<file path="src/rtl/sclSlotPkg.sv">
package sclSlotPkg;
  localparam int CNT_W = 8;
  localparam int DLY_W = 4;

  typedef enum logic [2:0] {
    PH_OFF   = 3'd0,
    PH_HOLD  = 3'd1,
    PH_LOW   = 3'd2,
    PH_SETUP = 3'd3,
    PH_WAITH = 3'd4,
    PH_HIGH  = 3'd5
  } slotPhase_t;

  typedef struct packed {
    logic       clr;
    logic       inc;
    slotPhase_t phase;
  } ctrlStrobe_t;

  typedef struct packed {
    logic lastTick;
    logic firstTick;
    logic lineHigh;
  } dpStatus_t;
endpackage

</file>
<file path="src/rtl/sclSlotDatapath.sv">
module sclSlotDatapath
  import sclSlotPkg::*;
#(
  parameter int CntW = CNT_W,
  parameter int DlyW = DLY_W
) (
  input  logic            clk,
  input  logic            rstN,
  input  logic            tick,
  input  logic [CntW-1:0] lowTicks,
  input  logic [CntW-1:0] highTicks,
  input  logic [DlyW-1:0] holdTicks,
  input  logic [DlyW-1:0] setupTicks,
  input  logic            sclLineIn,
  input  ctrlStrobe_t     ctrl,
  output dpStatus_t       status
);
  localparam logic [CntW-1:0] ONE = CntW'(1);

  logic [CntW-1:0] cnt;
  logic [CntW-1:0] limit;
  logic            syncA;
  logic            syncB;

  always_ff @(posedge clk or negedge rstN) begin
    if (!rstN) begin
      syncA <= 1'b0;
      syncB <= 1'b0;
    end else begin
      syncA <= sclLineIn;
      syncB <= syncA;
    end
  end

  always_comb begin
    unique case (ctrl.phase)
      PH_HOLD:  limit = CntW'(holdTicks) - ONE;
      PH_LOW:   limit = lowTicks;
      PH_SETUP: limit = CntW'(setupTicks);
      PH_HIGH:  limit = highTicks;
      default:  limit = '0;
    endcase
  end

  always_ff @(posedge clk or negedge rstN) begin
    if (!rstN)         cnt <= '0;
    else if (ctrl.clr) cnt <= '0;
    else if (ctrl.inc) cnt <= cnt + ONE;
  end

  assign status.lastTick  = tick && (cnt == limit);
  assign status.firstTick = tick && (cnt == '0);
  assign status.lineHigh  = syncB;

  assert_cnt_still_R9: assert property (@(posedge clk) disable iff (!rstN)
    (!tick && !ctrl.clr) |=> $stable(cnt));
endmodule

</file>
<file path="src/rtl/sclSlotControl.sv">
module sclSlotControl
  import sclSlotPkg::*;
#(
  parameter int DlyW = DLY_W
) (
  input  logic            clk,
  input  logic            rstN,
  input  logic            enable,
  input  logic            tick,
  input  logic [DlyW-1:0] holdTicks,
  input  dpStatus_t       status,
  output ctrlStrobe_t     ctrl,
  output logic            sclPullLow,
  output logic            sdaChange,
  output logic            sdaSample
);
  slotPhase_t state, stateNxt;
  logic       chgNxt;
  logic       holdZero;
  logic       counting;

  assign holdZero = (holdTicks == '0);
  assign counting = (state == PH_HOLD) || (state == PH_LOW) ||
                    (state == PH_SETUP) || (state == PH_HIGH);

  always_comb begin
    stateNxt = state;
    chgNxt   = 1'b0;
    ctrl.clr = 1'b0;
    ctrl.inc = 1'b0;
    if (!enable) begin
      stateNxt = PH_OFF;
      ctrl.clr = 1'b1;
    end else begin
      unique case (state)
        PH_OFF: begin
          stateNxt = holdZero ? PH_LOW : PH_HOLD;
          chgNxt   = holdZero;
          ctrl.clr = 1'b1;
        end
        PH_WAITH: begin
          ctrl.clr = 1'b1;
          if (status.lineHigh) stateNxt = PH_HIGH;
        end
        default: begin
          if (counting && status.lastTick) begin
            ctrl.clr = 1'b1;
            unique case (state)
              PH_HOLD:  begin stateNxt = PH_LOW; chgNxt = 1'b1; end
              PH_LOW:   stateNxt = PH_SETUP;
              PH_SETUP: stateNxt = PH_WAITH;
              default: begin
                stateNxt = holdZero ? PH_LOW : PH_HOLD;
                chgNxt   = holdZero;
              end
            endcase
          end else if (counting && tick) begin
            ctrl.inc = 1'b1;
          end
        end
      endcase
    end
  end

  always_ff @(posedge clk or negedge rstN) begin
    if (!rstN) begin
      state     <= PH_OFF;
      sdaChange <= 1'b0;
    end else begin
      state     <= stateNxt;
      sdaChange <= chgNxt;
    end
  end

  assign ctrl.phase = state;
  assign sclPullLow = (state == PH_HOLD) || (state == PH_LOW) || (state == PH_SETUP);
  assign sdaSample  = (state == PH_HIGH) && status.firstTick;

  assert_off_released_R1: assert property (@(posedge clk) disable iff (!rstN)
    !enable |=> (!sclPullLow && !sdaChange));
  assert_change_single_R3: assert property (@(posedge clk) disable iff (!rstN)
    sdaChange |=> !sdaChange);
  assert_change_while_low_R3: assert property (@(posedge clk) disable iff (!rstN)
    sdaChange |-> sclPullLow);
  assert_sample_released_R8: assert property (@(posedge clk) disable iff (!rstN)
    sdaSample |-> !sclPullLow);
endmodule

</file>
<file path="src/rtl/sclSlotTimer.sv">
module sclSlotTimer
  import sclSlotPkg::*;
#(
  parameter int CntW = CNT_W,
  parameter int DlyW = DLY_W
) (
  input  logic            clk,
  input  logic            rstN,
  input  logic            enable,
  input  logic            tick,
  input  logic [CntW-1:0] lowTicks,
  input  logic [CntW-1:0] highTicks,
  input  logic [DlyW-1:0] holdTicks,
  input  logic [DlyW-1:0] setupTicks,
  input  logic            sclLineIn,
  output logic            sclPullLow,
  output logic            sdaChange,
  output logic            sdaSample
);
  ctrlStrobe_t ctrl;
  dpStatus_t   status;

  sclSlotDatapath #(.CntW(CntW), .DlyW(DlyW)) dp_i (
    .clk(clk), .rstN(rstN), .tick(tick),
    .lowTicks(lowTicks), .highTicks(highTicks),
    .holdTicks(holdTicks), .setupTicks(setupTicks),
    .sclLineIn(sclLineIn), .ctrl(ctrl), .status(status)
  );

  sclSlotControl #(.DlyW(DlyW)) ctl_i (
    .clk(clk), .rstN(rstN), .enable(enable), .tick(tick),
    .holdTicks(holdTicks), .status(status), .ctrl(ctrl),
    .sclPullLow(sclPullLow), .sdaChange(sdaChange), .sdaSample(sdaSample)
  );
endmodule

</file>
<file path="config.mk">
export PLATFORM = sky130hd
export DESIGN_NAME = sclSlotTimer
export DESIGN_NICKNAME = d
export VERILOG_FILES = /design/src/rtl/sclSlotPkg.sv /design/src/rtl/sclSlotDatapath.sv /design/src/rtl/sclSlotControl.sv /design/src/rtl/sclSlotTimer.sv
export SDC_FILE = /design/constraint.sdc
export NUM_CORES = 1
export LEC_CHECK = 0
export ABC_AREA = 1
export ABC_CLOCK_PERIOD_IN_PS = 2400
export BUFFER_PORTS_ARGS = -buffer_cell sky130_fd_sc_hd__clkbuf_2
export CELL_PAD_IN_SITES_DETAIL_PLACEMENT = 1
export CELL_PAD_IN_SITES_GLOBAL_PLACEMENT = 2
export CORE_ASPECT_RATIO = 1.4
export CORE_UTILIZATION = 25
export DETAILED_ROUTE_END_ITERATION = 8
export PLACE_DENSITY = 0.73
export SYNTH_ARGS = -nofsm -noshare
export SYNTH_HDL_FRONTEND = slang
export SYNTH_HIERARCHICAL = 1
export SYNTH_SLANG_ARGS = --single-unit
</file>
<file path="constraint.sdc">
create_clock -name clk -period 2.4 [get_ports clk]
set_input_delay 0.36 -clock clk [delete_from_list [all_inputs] [get_ports clk]]
set_output_delay 0.36 -clock clk [all_outputs]
set_load 0.1 [all_outputs]
</file>
==> results.cfg <==
[logic_synthesis]
syn_area_um2 = 1329
yosysSeqAreaShare_pct = 26.37
postSynthCellCount = 206
synth_ff_type = dfrtp_1
syn_avg_cell_area_um2 = 6.450
synth_edf_count = 0
ys_ff_latch = 14
synthArstFlopShare_pct = 100.0
synth_nets = 238
ys_types = 28
yosys_warnings = 6

[sta]
fin_ws_ps = -11.15
setup_violations = 2
min_period_ps = 2411
hold_viol_final = 0
setup_tns_ps = -13.55
worst_pin_slew_ps = 539.2
fmax_ghz = 0.4147
finalMaxSlewViolations = 0
finalCritPeriodShare_pct = 100.5
relSlewSlack_pct = 64.20
rsz0062_at_grt = true
fin_skew_ps = 0.7568

[pwr]
netSwitchingPower_uw = 766.1
p_int_uw = 787.0
p_sw_share_pct = 49.33
p_seq_share_pct = 19.1
p_comb_share_pct = 68.5
p_leak_nw = 0.9477
power.share.clock_pct = 12.3
power_density_nw_per_um2 = 846.8
p_total_mw = 1.553
peakVddDrop_uv = 368.1

[layout]
drive_gt1_share_pct = 34.62
multi_input_area_um2 = 869.6
fillers = 673
area_growth_pct = 38.04
nNetsFinal = 294
seqCellArea_um2 = 352.8
fin_util_pct = 35.56
final_area_um2 = 1834
diodes = 0

[die]
chipWidth_um = 63.62
io_pins = 32
die-area_um2 = 5615
dieHeight_um = 88.26
rows = 31
core-area_um2 = 5159
initial_core_util_pct = 25.76

[worst_setup_path]
endpoint_kind = register
required_ps = 2530
arrival_ps = 2540
rr_worst_depth = 19
cp_common_cell = nand2_1
critPathKind = register to register
crit_chain = buf_4 > inv_2 > nand2_4 > nor2_4 > nand2_4 > nand3_1 > nand2_1 > nand2_1 > nor2_1 > nand3_1 > nor2_2 > and3_4 > nor3_4 > nor2_2 > nor4_1 > buf_4 > nand2_1 > o21ai_1 > a21oi_1
critPathMaxStageDelay_ps = 440
crit_fanout = 7
crit_slowest_cell = dfrtp_2
worstSetupStartpointType = register

[place]
gp_congestion = 0.7237
io_buffers = 31
placed_area_um2 = 1725
place_ws_ps = -243.5
hpwl_mm = 3.542

[route]
drc_errors = 0
ant_nets = 0
dr.pass1.iters = 4
viasPerCell = 4.693
wl_per_cell_um = 12.75
postRouteWirelength_mm = 4.155
vias = 1530
drtIter0Drc = 37

[global_route]
antenna_found_initial = 0
grt_max_degree = 15
grt_pass1_wl_mm = 6.837
grt_usage_pct = 15.75
grt-ovfl-total = 0
grt_pass1_vias = 1490

[clock_tree]
cts_root_buf = clkbuf_8
clock_sinks = 14
worstSkewPairLatency_ps = 240
clkTransAtPathRegs_ps = 60
cts_buffers = 3
htreeDepth = 1
cts_tree = done
cts.path.max_buffers = 2

[status]
outcome = complete, but fails checks
violations = setup timing

[job]
max-cap-violations = 0

[worst_hold_path]
hp-class = input port to asynchronous set/reset pin
-- power groups by stage --
stage	Clock (mW)	Sequential [mW]	Combinational, mW
global placement	0	0.303	1.02
detailed placement	0	0.305	1.02
global route	0.206	0.302	1.18
floorplan	0	0.349	0.612
CTS	0.196	0.300	1.06
finish	0.192	0.297	1.06
-- through the flow --
step | hold WS, ps | cells
2_1_floorplan | 64.41 | 206
3_3_place_gp | 288.9 | 320
3_5_place_dp | 295.8 | 320
4_1_cts | 34.37 | 324
5_1_grt | 36.26 | 326
6_report | 23.14 | 326
-- cells by family (layout without fill, tap and decap cells) --
family,Yosys count,after routing,share of synthesized area (%)
simple gates,132,132,49.44
buf+inv,35,89,12.81
compound gates,22,22,8.569
flops,14,14,26.37
fa+ha+maj,3,3,2.825
-- layout make-up --
type	instances	area share [%]
Multi-Input combinational cell	157	47.41
Timing Repair Buffer	56	20.33
Sequential cell	14	19.24
Inverter	30	6.276
Tap cell	66	4.502
Clock buffer	3	2.251
-- synth_stat cells, types with 2 or more instances --
| library cell | number | share of area (%) |
|---|---|---|
| nand2_1 | 49 | 14 |
| inv_1 | 27 | 7.6 |
| nand3_1 | 27 | 10 |
| nor2_1 | 22 | 6.2 |
| nand4_1 | 16 | 7.5 |
| dfrtp_1 | 14 | 26 |
| o21ai_0 | 11 | 4.1 |
| a21oi_1 | 8 | 3.0 |
| nand2_2 | 4 | 1.9 |
| buf_6 | 3 | 2.5 |
| ha_1 | 3 | 2.8 |
| nor3_1 | 3 | 1.1 |
| inv_2 | 2 | 0.57 |
| nand2_4 | 2 | 1.7 |
| nor2_4 | 2 | 1.7 |
-- state kept, by name, summed over array words and instances (netlist names) --
signal / cells
dp_i/syncB: 1
ctl_i/sdaChange: 1
dp_i/cnt: 8
ctl_i/state: 3
dp_i/syncA: 1
-- layout by cell type, fill, tap and decap left out --
cell type,netlist,routed
nand2_1,49,48
clkbuf_2,0,29
inv_1,27,27
buf_4,1,25
nand3_1,27,22
nor2_1,22,17
nand4_1,16,16
dfrtp_1,14,12
a21oi_1,8,8
o21ai_0,11,7
nor2_2,1,6
nand3_2,1,6
nand2_2,4,5
o21ai_1,1,5
clkbuf_8,1,3
ha_1,3,3
dfrtp_2,0,2
inv_2,2,2
nand2_4,2,2
nor2_4,2,2
buf_12,0,2
nor3_2,0,1
and3_4,0,1
nor3_4,0,1
nand4_2,1,1
inv_4,1,1
nand4_4,1,1
nor3b_1,1,1
a211oi_1,1,1
nor4_1,1,1
a31oi_1,1,1
nor3_1,3,1
-- worst max-delay path: cells and delay by family, from the launching register on --
kind | cells | cell delay, ps
buffers and inverters | 3 | 400
AOI/OAI and AO/OA | 2 | 170
and+or+nand+nor | 14 | 1290
DFF | 1 | 440
-- path summary, 6_finish.rpt --
path / start / to / slack, ps
max: ctl_i/state[1] / dp_i/cnt[6] / -10
max in group asynchronous: rstN / ctl_i/state[0] / 2080
max reg2reg: ctl_i/state[1] / dp_i/cnt[6] / -10
min reg2reg: dp_i/syncA / dp_i/syncB / 350
min: rstN / dp_i/cnt[5] / 20
min in group clk: sclLineIn / dp_i/syncA / 220
-- layer usage --
metal / up-vias / GRT usage (%) / routed length [µm]
li1: 793 / - / -
met5: - / 0 / 0
met3: 4 / 1.289 / 52
met2: 21 / 30.17 / 2252
met4: 0 / 4.959 / 36
met1: 712 / 18.33 / 1813
-- what timing repair did --
| action | CTS | global route |
|---|---|---|
| endpoints found under the setup margin | 5 | 6 |
| hold endpoints to repair | 0 | 0 |
| hold buffers | 0 | 0 |
| gates resized for setup | 9 | 8 |
| pin swaps | 2 | 1 |
| buffers inserted | 1 | 2 |
(Power assumes the default switching activity.)
